==> config.mk <==
export PLATFORM = sky130hd
export DESIGN_NAME = pt_walker
export DESIGN_NICKNAME = d
export VERILOG_FILES = /design/src/rtl/ptw_pkg.sv /design/src/rtl/ptw_addr_gen.sv /design/src/rtl/ptw_leaf_eval.sv /design/src/rtl/pt_walker.sv
export SDC_FILE = /design/constraint.sdc
export NUM_CORES = 1
export LEC_CHECK = 0
export ABC_AREA = 1
export BUFFER_PORTS_ARGS = -buffer_cell sky130_fd_sc_hd__buf_4
export CAP_MARGIN = 20
export CORE_MARGIN = 2
export CORE_UTILIZATION = 43
export CTS_CLUSTER_DIAMETER = 50
export DETAILED_ROUTE_END_ITERATION = 8
export PLACE_DENSITY_LB_ADDON = 0.05
export SLEW_MARGIN = 20
export SYNTH_ARGS = -nofsm -noshare
export SYNTH_HDL_FRONTEND = slang
export SYNTH_SLANG_ARGS = --single-unit
export TNS_END_PERCENT = 10
==> constraint.sdc <==
create_clock -name clk -period 1.5 [get_ports clk]
set_input_delay 0.075 -clock clk [delete_from_list [all_inputs] [get_ports clk]]
set_output_delay 0.075 -clock clk [all_outputs]
set_load 0.02 [all_outputs]
==> src/rtl/ptw_pkg.sv <==
package ptw_pkg;

   typedef enum logic [2:0] {
      ST_IDLE,
      ST_READ_ROOT,
      ST_READ_LEAF,
      ST_UPDATE,
      ST_RESPOND
   } walk_state_t;

   typedef enum logic [1:0] {
      RS_OK        = 2'b00,
      RS_ROOT_MISS = 2'b01,
      RS_LEAF_MISS = 2'b10,
      RS_PROT      = 2'b11
   } walk_status_t;

   localparam int unsigned FLAG_PRESENT = 0;
   localparam int unsigned FLAG_WRITE   = 1;
   localparam int unsigned FLAG_REF     = 2;
   localparam int unsigned FLAG_DIRTY   = 3;
   localparam int unsigned FLAG_COUNT   = 4;

endpackage

==> src/rtl/ptw_addr_gen.sv <==
module ptw_addr_gen #(
   parameter int unsigned VA_W       = 32,
   parameter int unsigned PA_W       = 32,
   parameter int unsigned ROOT_IDX_W = 10,
   parameter int unsigned LEAF_IDX_W = 10,
   parameter int unsigned OFF_W      = 12,
   parameter int unsigned ENT_SH     = 2,
   parameter bit          WORD_ADDR  = 1'b1,
   parameter int unsigned MEM_AW     = 30
) (
   input  logic [VA_W-1:0]        vaddr,
   input  logic [PA_W-OFF_W-1:0]  root_frame,
   input  logic [PA_W-OFF_W-1:0]  sec_frame,
   input  logic [PA_W-OFF_W-1:0]  page_frame,
   output logic [MEM_AW-1:0]      root_maddr,
   output logic [MEM_AW-1:0]      leaf_maddr,
   output logic [PA_W-1:0]        paddr
);
   localparam int unsigned FRAME_W = PA_W - OFF_W;

   logic [ROOT_IDX_W-1:0] root_idx;
   logic [LEAF_IDX_W-1:0] leaf_idx;
   logic [OFF_W-1:0]      offset;

   assign root_idx = vaddr[VA_W-1 -: ROOT_IDX_W];
   assign leaf_idx = vaddr[OFF_W +: LEAF_IDX_W];
   assign offset   = vaddr[OFF_W-1:0];

   // every table fills one page, so base plus scaled index is a concatenation
   generate
      if (WORD_ADDR) begin : g_word
         assign root_maddr = {root_frame, root_idx};
         assign leaf_maddr = {sec_frame, leaf_idx};
      end else begin : g_byte
         assign root_maddr = {root_frame, root_idx, {ENT_SH{1'b0}}};
         assign leaf_maddr = {sec_frame, leaf_idx, {ENT_SH{1'b0}}};
      end
   endgenerate

   assign paddr = {page_frame, offset};

   initial begin
      assert (ROOT_IDX_W + LEAF_IDX_W + OFF_W == VA_W)
         else $error("index and offset widths must cover the virtual address");
      assert (ROOT_IDX_W + ENT_SH == OFF_W && LEAF_IDX_W + ENT_SH == OFF_W)
         else $error("each table must fill exactly one page");
      assert (MEM_AW == (WORD_ADDR ? PA_W - ENT_SH : PA_W))
         else $error("memory address width does not match addressing mode");
      assert (FRAME_W > 0) else $error("frame width must be positive");
   end

endmodule

==> src/rtl/ptw_leaf_eval.sv <==
module ptw_leaf_eval
   import ptw_pkg::*;
#(
   parameter int unsigned PTE_W = 32
) (
   input  logic [PTE_W-1:0] pte,
   input  logic             is_write,
   output logic             present,
   output logic             prot_fault,
   output logic             need_update,
   output logic [PTE_W-1:0] upd_pte
);
   logic [PTE_W-1:0] set_mask;

   always_comb begin
      set_mask = '0;
      set_mask[FLAG_REF]   = 1'b1;
      set_mask[FLAG_DIRTY] = is_write;
   end

   assign present     = pte[FLAG_PRESENT];
   assign prot_fault  = is_write & ~pte[FLAG_WRITE];
   assign upd_pte     = pte | set_mask;
   assign need_update = ((pte & set_mask) != set_mask);

   initial begin
      assert (PTE_W > FLAG_COUNT) else $error("entry too narrow for status flags");
   end

endmodule

==> src/rtl/pt_walker.sv <==
module pt_walker
   import ptw_pkg::*;
#(
   parameter int unsigned VA_W       = 32,
   parameter int unsigned PA_W       = 32,
   parameter int unsigned PTE_W      = 32,
   parameter int unsigned ROOT_IDX_W = 10,
   parameter int unsigned LEAF_IDX_W = 10,
   parameter int unsigned OFF_W      = 12,
   parameter bit          WORD_ADDR  = 1'b1,
   localparam int unsigned FRAME_W   = PA_W - OFF_W,
   localparam int unsigned ENT_SH    = $clog2(PTE_W / 8),
   localparam int unsigned MEM_AW    = WORD_ADDR ? PA_W - ENT_SH : PA_W
) (
   input  logic               clk,
   input  logic               rst_n,
   input  logic               req_valid,
   output logic               req_ready,
   input  logic [VA_W-1:0]    req_vaddr,
   input  logic               req_write,
   input  logic [FRAME_W-1:0] req_root_frame,
   output logic               mem_req_valid,
   input  logic               mem_req_ready,
   output logic               mem_req_we,
   output logic [MEM_AW-1:0]  mem_req_addr,
   output logic [PTE_W-1:0]   mem_req_wdata,
   input  logic               mem_rsp_valid,
   input  logic [PTE_W-1:0]   mem_rsp_data,
   output logic               rsp_valid,
   input  logic               rsp_ack,
   output logic [1:0]         rsp_status,
   output logic [VA_W-1:0]    rsp_vaddr,
   output logic [PA_W-1:0]    rsp_paddr,
   output logic [PTE_W-1:0]   rsp_pte
);

   walk_state_t         state_q;
   logic                issued_q;
   logic [VA_W-1:0]     va_q;
   logic                wr_q;
   logic [FRAME_W-1:0]  root_frame_q;
   logic [FRAME_W-1:0]  sec_frame_q;
   logic [PTE_W-1:0]    final_pte_q;
   walk_status_t        status_q;

   logic [MEM_AW-1:0]   root_maddr;
   logic [MEM_AW-1:0]   leaf_maddr;
   logic [PA_W-1:0]     paddr;
   logic                leaf_present;
   logic                leaf_prot;
   logic                leaf_upd;
   logic [PTE_W-1:0]    leaf_new;
   logic                got_data;
   logic                mem_fire;

   ptw_addr_gen #(
      .VA_W       (VA_W),
      .PA_W       (PA_W),
      .ROOT_IDX_W (ROOT_IDX_W),
      .LEAF_IDX_W (LEAF_IDX_W),
      .OFF_W      (OFF_W),
      .ENT_SH     (ENT_SH),
      .WORD_ADDR  (WORD_ADDR),
      .MEM_AW     (MEM_AW)
   ) i_addr_gen (
      .vaddr      (va_q),
      .root_frame (root_frame_q),
      .sec_frame  (sec_frame_q),
      .page_frame (final_pte_q[PTE_W-1 -: FRAME_W]),
      .root_maddr (root_maddr),
      .leaf_maddr (leaf_maddr),
      .paddr      (paddr)
   );

   ptw_leaf_eval #(
      .PTE_W (PTE_W)
   ) i_leaf_eval (
      .pte         (mem_rsp_data),
      .is_write    (wr_q),
      .present     (leaf_present),
      .prot_fault  (leaf_prot),
      .need_update (leaf_upd),
      .upd_pte     (leaf_new)
   );

   assign req_ready     = (state_q == ST_IDLE);
   assign mem_req_valid = (((state_q == ST_READ_ROOT) || (state_q == ST_READ_LEAF)) && !issued_q)
                          || (state_q == ST_UPDATE);
   assign mem_req_we    = (state_q == ST_UPDATE);
   assign mem_req_addr  = (state_q == ST_READ_ROOT) ? root_maddr : leaf_maddr;
   assign mem_req_wdata = final_pte_q;
   assign mem_fire      = mem_req_valid && mem_req_ready;
   assign got_data      = issued_q && mem_rsp_valid;

   assign rsp_valid  = (state_q == ST_RESPOND);
   assign rsp_status = status_q;
   assign rsp_vaddr  = va_q;
   assign rsp_paddr  = paddr;
   assign rsp_pte    = final_pte_q;

   always_ff @(posedge clk or negedge rst_n) begin
      if (!rst_n) begin
         state_q      <= ST_IDLE;
         issued_q     <= 1'b0;
         va_q         <= '0;
         wr_q         <= 1'b0;
         root_frame_q <= '0;
         sec_frame_q  <= '0;
         final_pte_q  <= '0;
         status_q     <= RS_OK;
      end else begin
         case (state_q)
            ST_IDLE: begin
               if (req_valid) begin
                  va_q         <= req_vaddr;
                  wr_q         <= req_write;
                  root_frame_q <= req_root_frame;
                  issued_q     <= 1'b0;
                  state_q      <= ST_READ_ROOT;
               end
            end
            ST_READ_ROOT: begin
               if (mem_fire) issued_q <= 1'b1;
               if (got_data) begin
                  issued_q    <= 1'b0;
                  sec_frame_q <= mem_rsp_data[PTE_W-1 -: FRAME_W];
                  if (!mem_rsp_data[FLAG_PRESENT]) begin
                     final_pte_q <= mem_rsp_data;
                     status_q    <= RS_ROOT_MISS;
                     state_q     <= ST_RESPOND;
                  end else begin
                     state_q     <= ST_READ_LEAF;
                  end
               end
            end
            ST_READ_LEAF: begin
               if (mem_fire) issued_q <= 1'b1;
               if (got_data) begin
                  issued_q <= 1'b0;
                  if (!leaf_present) begin
                     final_pte_q <= mem_rsp_data;
                     status_q    <= RS_LEAF_MISS;
                     state_q     <= ST_RESPOND;
                  end else if (leaf_prot) begin
                     final_pte_q <= mem_rsp_data;
                     status_q    <= RS_PROT;
                     state_q     <= ST_RESPOND;
                  end else begin
                     final_pte_q <= leaf_new;
                     status_q    <= RS_OK;
                     state_q     <= leaf_upd ? ST_UPDATE : ST_RESPOND;
                  end
               end
            end
            ST_UPDATE: begin
               if (mem_fire) state_q <= ST_RESPOND;
            end
            ST_RESPOND: begin
               if (rsp_ack) state_q <= ST_IDLE;
            end
            default: state_q <= ST_IDLE;
         endcase
      end
   end


   rsp_hold_chk: assert property (@(posedge clk) disable iff (!rst_n)
      rsp_valid && !rsp_ack |=> rsp_valid && $stable(rsp_status) && $stable(rsp_paddr)
                               && $stable(rsp_pte) && $stable(rsp_vaddr));


   ready_idle_chk: assert property (@(posedge clk) disable iff (!rst_n)
      req_ready |-> !rsp_valid && !mem_req_valid);


   ack_drop_chk: assert property (@(posedge clk) disable iff (!rst_n)
      rsp_valid && rsp_ack |=> !rsp_valid && req_ready);


   mreq_hold_chk: assert property (@(posedge clk) disable iff (!rst_n)
      mem_req_valid && !mem_req_ready |=> mem_req_valid && $stable(mem_req_addr)
                                         && $stable(mem_req_we) && $stable(mem_req_wdata));


   prot_cause_chk: assert property (@(posedge clk) disable iff (!rst_n)
      rsp_valid && rsp_status == RS_PROT |-> rsp_pte[FLAG_PRESENT] && !rsp_pte[FLAG_WRITE]);


   wb_flags_chk: assert property (@(posedge clk) disable iff (!rst_n)
      mem_req_valid && mem_req_we |-> mem_req_wdata[FLAG_PRESENT] && mem_req_wdata[FLAG_REF]);


   ok_flags_chk: assert property (@(posedge clk) disable iff (!rst_n)
      rsp_valid && rsp_status == RS_OK |-> rsp_pte[FLAG_REF] && (rsp_pte[FLAG_DIRTY] || !wr_q));


   root_miss_chk: assert property (@(posedge clk) disable iff (!rst_n)
      rsp_valid && rsp_status == RS_ROOT_MISS |-> !rsp_pte[FLAG_PRESENT]);

endmodule

==> key figures <==
Clock network
  • Largest buffer count on any clock path: 2
  • Clk Tree Root Cell: sky130_fd_sc_hd__clkbuf_16
  • Clock tree from TritonCTS: yes
  • H-tree depth: 3
  • Clock network latency to the later pin of the worst-skew pair: 350 ps
  • Clock-pin slew on the worst setup and hold paths: 70 ps
  • Count of clock tree sinks: 111
  • Num CTS Buffers: 9

Timing
  • Max-slew violation total from the final report: 0
  • RSZ-0062 raised after global routing: yes
  • Transition time at the pin with the least slew margin: 452 ps
  • Headroom to the max-slew limit: 69.8%
  • Final count of hold timing violations: 0
  • Worst clock skew: 6.22 ps
  • Share of the cycle needed by the critical path after routing: 108%
  • Timing-limited maximum frequency: a little over 600 MHz
  • Minimum clock period after layout: 1620 ps
  • Setup slack of the critical path after layout: -121 ps
  • Final-layout worst hold slack: ~27 ps
  • Final setup violation count: approximately 110

Route
  • Number of routed nets with antenna violations: 0
  • Total number of vias: approximately 4,700
  • DR iter-0 viols: 164
  • Vias per cell: 4.60
  • Drt pass-1 iters: 4
  • Routed wirelength normalized by instance count: 15.0 µm
  • Final wirelength: 15.1 mm
  • Drt drc: 0

Yosys
  • Synthesis warning total: 0
  • Number of synthesized register bits: between 100 and 150
  • Top post-synthesis cells by area: sky130_fd_sc_hd__dfrtp_1 50%, sky130_fd_sc_hd__mux2_4 13%, sky130_fd_sc_hd__nand2_1 12%, sky130_fd_sc_hd__buf_4 10%, sky130_fd_sc_hd__o21ai_0 2.2%
  • Count of cell types in the netlist: 29
  • Top-area cell type share of the netlist area: 50.1%
  • Netlist Area Pre-Place: 0.00555 mm²
  • Library cell occupying the most area in the post-synthesis netlist: sky130_fd_sc_hd__dfrtp_1
  • Post-synth net total: 644
  • Gate Count Post-Synth: 553
  • Proportion of synthesized chip area in sequential cells: 50.1%
  • Async SR Flop Fraction: 100%
  • Most used DFF post-synth: sky130_fd_sc_hd__dfrtp_1
  • Synthesized area divided by synthesized cell count: 10.0 µm²
  • Post-synth EDFFs: 0

Power and ir drop
  • Power density normalized to cell area: 2190 mW/mm²
  • Leakage power of the design: approximately 4.6 nW
  • Tot Pwr: 18.8 mW
  • Largest vdd supply drop: 1430 µV

Placement
  • Number of port buffers: between 200 and 300
  • Final weighted congestion in routability-driven placement: around 0.82
  • DP HPWL: 9.54 mm
  • Setup slack after placement: -35.5 ps

Min path
  • Worst min path class: in2reg
  • Endpoint with the worst hold slack: mem_req_wdata[3]$_DFFE_PN0P_
  • Origin of the worst min-delay path: mem_rsp_data[3]
  • Cell count of the worst hold path: 5

Setup path
  • Flop2flop setup slack: -90 ps
  • CP bufs+invs: 3
  • Slowest stage cell on the critical path: sky130_fd_sc_hd__dfrtp_2
  • Reg2reg start: state_q[1]$_DFFE_PN0P_
  • Maximum fanout encountered on the critical timing path: 14
  • Dominant delay contributor by cell family on the critical path: flip-flops
  • Element type at the critical path start: register
  • Worst path arrival time: 1550 ps
  • Crit path cell chain: nor2_4, nand2_4, inv_6, buf_12, nand2_1, nand2_1, buf_6
  • Most frequent cell on the critical path: sky130_fd_sc_hd__nand2_1
  • RR Endpoint: mem_req_wdata[3]$_DFFE_PN0P_
  • Endpoint type of the worst setup path: primary output
  • Number of cells on the worst reg-to-reg path: 9
  • Setup Crit Path Kind: reg2out
  • Critical path data required time: around 1400 ps
  • CP max stage delay: 430 ps

Cells and area
  • Share of final-layout standard cells stronger than drive strength 1: a little under half
  • Final core utilization: 68.2%
  • Net count reported at finish: 924
  • Layout fillers: about 1,000
  • Layout overhead on the synthesized area: 55.1%
  • N_diodes: 0

Die
  • Placeable core region: ~0.013 mm²
  • Die Height: 118 µm
  • Count of pins on the block boundary: 255
  • Std-Cell Rows: 41
  • Starting utilization of the core area: between 40% and 50%
  • Die X-Extent: approximately 120 µm
  • Die area: between 0.01 and 0.015 mm²

Status
  • Violations in the final reports: setup timing
  • Status: complete, but fails checks

GRT
  • Congestion Overflow GR: 0
  • Initial antenna violation count: 0
  • Number of global-route vias before repair: approximately 4,600
  • Wire length of the first global-routing pass: 23.3 mm
  • GRT Resource Usage Total: 20.8%
  • Maximum number of pins on one net before global-route repair: 58

Job
  • Max-capacitance violation count: 0
[worst max-delay path by stage]
| stage | depth (start not counted) | slack, ps | from | endpoint |
|---|---|---|---|---|
| 4_1_cts | 6 | -140 | state_q[1]$_DFFE_PN0P_ | mem_req_addr[29] |
| 5_1_grt | 7 | -170 | state_q[1]$_DFFE_PN0P_ | mem_req_addr[21] |
| 3_3_place_gp | 7 | 20 | state_q[1]$_DFFE_PN0P_ | mem_req_wdata[2]$_DFFE_PN0P_ |
| 6_report | 7 | -120 | state_q[1]$_DFFE_PN0P_ | mem_req_addr[14] |
| 2_1_floorplan | 6 | 2 | state_q[1]$_DFFE_PN0P_ | root_frame_q[10]$_DFFE_PN0P_ |
| 3_5_place_dp | 7 | -40 | state_q[1]$_DFFE_PN0P_ | mem_req_wdata[2]$_DFFE_PN0P_ |
[repair_timing]
item                       CTS  global route
hold buffers                85             0
pin swaps                    1             2
hold endpoints to repair   120             0
cloned                       0             4
setup endpoints to repair   62           136
setup buffers                3             3
resized for setup           44            25
[cell type report]
cell class | instances | area, µm² | share of cell area (%)
Timing Repair Buffer | 365 | 3250 | 37.7
Multi-Input combinational cell | 312 | 1960 | 22.7
Inverter | 34 | 135 | 1.57
Tap cell | 172 | 215 | 2.50
Clock inverter | 3 | 18.8 | 0.218
Sequential cell | 111 | 2780 | 32.3
Clock buffer | 13 | 250 | 2.91
[registers in the layout (all words and copies together) (netlist names)]
signal	count
issued_q	1
mem_req_wdata	32
root_frame_q	20
rsp_status	2
rsp_vaddr	32
sec_frame_q	20
state_q	3
wr_q	1
[layer usage]
layer | vias up | GRT usage, % | wire (µm)
met4 | 0 | 6.02 | 190
met3 | 16 | 6.78 | 1090
met2 | 174 | 35.5 | 7530
li1 | 2222 | - | -
met1 | 2239 | 25.3 | 6320
met5 | - | 0 | 0
[logic make-up after synthesis]
kind of cell,synth area share (%)
compound gates,5.16
buf+inv,15.8
flops,50.1
mux,13.8
simple gates,15.1
[metrics by stage]
stage,area (µm²),TNS [ps],cells
after floorplan,5550,0,553
after detailed placement,7130,-198,899
final,8600,-5180,1010
after global placement,7130,0,899
after CTS,8420,-4160,1003
after global routing,8600,-11600,1010
[report_power, final]
| part | internal [mW] | total, mW | leakage (nW) | switching (mW) |
|---|---|---|---|---|
| clock network | 1.17 | 2.23 | 0.134 | 1.06 |
| logic | 5.49 | 11.2 | 3.12 | 5.70 |
| registers | 4.32 | 5.40 | 1.37 | 1.07 |
[synthesized netlist by cell type, types with 2 or more instances]
library cell               instances
sky130_fd_sc_hd__nand2_1         184
sky130_fd_sc_hd__dfrtp_1         111
sky130_fd_sc_hd__buf_4            74
sky130_fd_sc_hd__mux2_4           48
sky130_fd_sc_hd__inv_1            31
sky130_fd_sc_hd__o21ai_0          24
sky130_fd_sc_hd__o21ai_1          19
sky130_fd_sc_hd__clkbuf_1          8
sky130_fd_sc_hd__nor2_1            7
sky130_fd_sc_hd__a21oi_1           6
sky130_fd_sc_hd__buf_12            4
sky130_fd_sc_hd__buf_2             4
sky130_fd_sc_hd__buf_6             4
sky130_fd_sc_hd__mux2_2            4
sky130_fd_sc_hd__inv_2             3
sky130_fd_sc_hd__nand2_2           3
sky130_fd_sc_hd__nand3_1           3
sky130_fd_sc_hd__o21ai_2           3
sky130_fd_sc_hd__nand3_2           2
sky130_fd_sc_hd__nand3b_1          2
[worst register-to-register path, stage by stage (launching register included)]
cell	delay, ps
sky130_fd_sc_hd__dfrtp_2	430
sky130_fd_sc_hd__nor2_4	150
sky130_fd_sc_hd__nand2_4	100
sky130_fd_sc_hd__inv_6	100
sky130_fd_sc_hd__buf_4	120
sky130_fd_sc_hd__nand2_2	70
sky130_fd_sc_hd__nand3_4	140
sky130_fd_sc_hd__inv_1	200
sky130_fd_sc_hd__nand2_1	120
sky130_fd_sc_hd__nand2_1	50
[cells in the final DEF (no fill, tap or decap), types with 2 or more instances in the layout]
cell,synthesis,layout
sky130_fd_sc_hd__buf_4,74,236
sky130_fd_sc_hd__nand2_1,184,172
sky130_fd_sc_hd__dfrtp_1,111,108
sky130_fd_sc_hd__dlygate4sd3_1,0,85
sky130_fd_sc_hd__mux2_4,48,48
sky130_fd_sc_hd__buf_6,4,31
sky130_fd_sc_hd__inv_1,31,30
sky130_fd_sc_hd__o21ai_0,24,20
sky130_fd_sc_hd__o21ai_1,19,20
sky130_fd_sc_hd__nand2_2,3,15
sky130_fd_sc_hd__clkbuf_16,0,12
sky130_fd_sc_hd__buf_12,4,10
sky130_fd_sc_hd__o21ai_2,3,6
sky130_fd_sc_hd__a21oi_1,6,6
sky130_fd_sc_hd__nor2_1,7,5
sky130_fd_sc_hd__mux2_2,4,4
sky130_fd_sc_hd__clkbuf_1,8,3
sky130_fd_sc_hd__dfrtp_2,0,3
sky130_fd_sc_hd__inv_2,3,2
sky130_fd_sc_hd__nand3_2,2,2
sky130_fd_sc_hd__nor2_2,0,2
sky130_fd_sc_hd__nand3_1,3,2
sky130_fd_sc_hd__nand3b_1,2,2
sky130_fd_sc_hd__clkinv_2,0,2
Note: power is estimated with default switching activity, not from simulation.
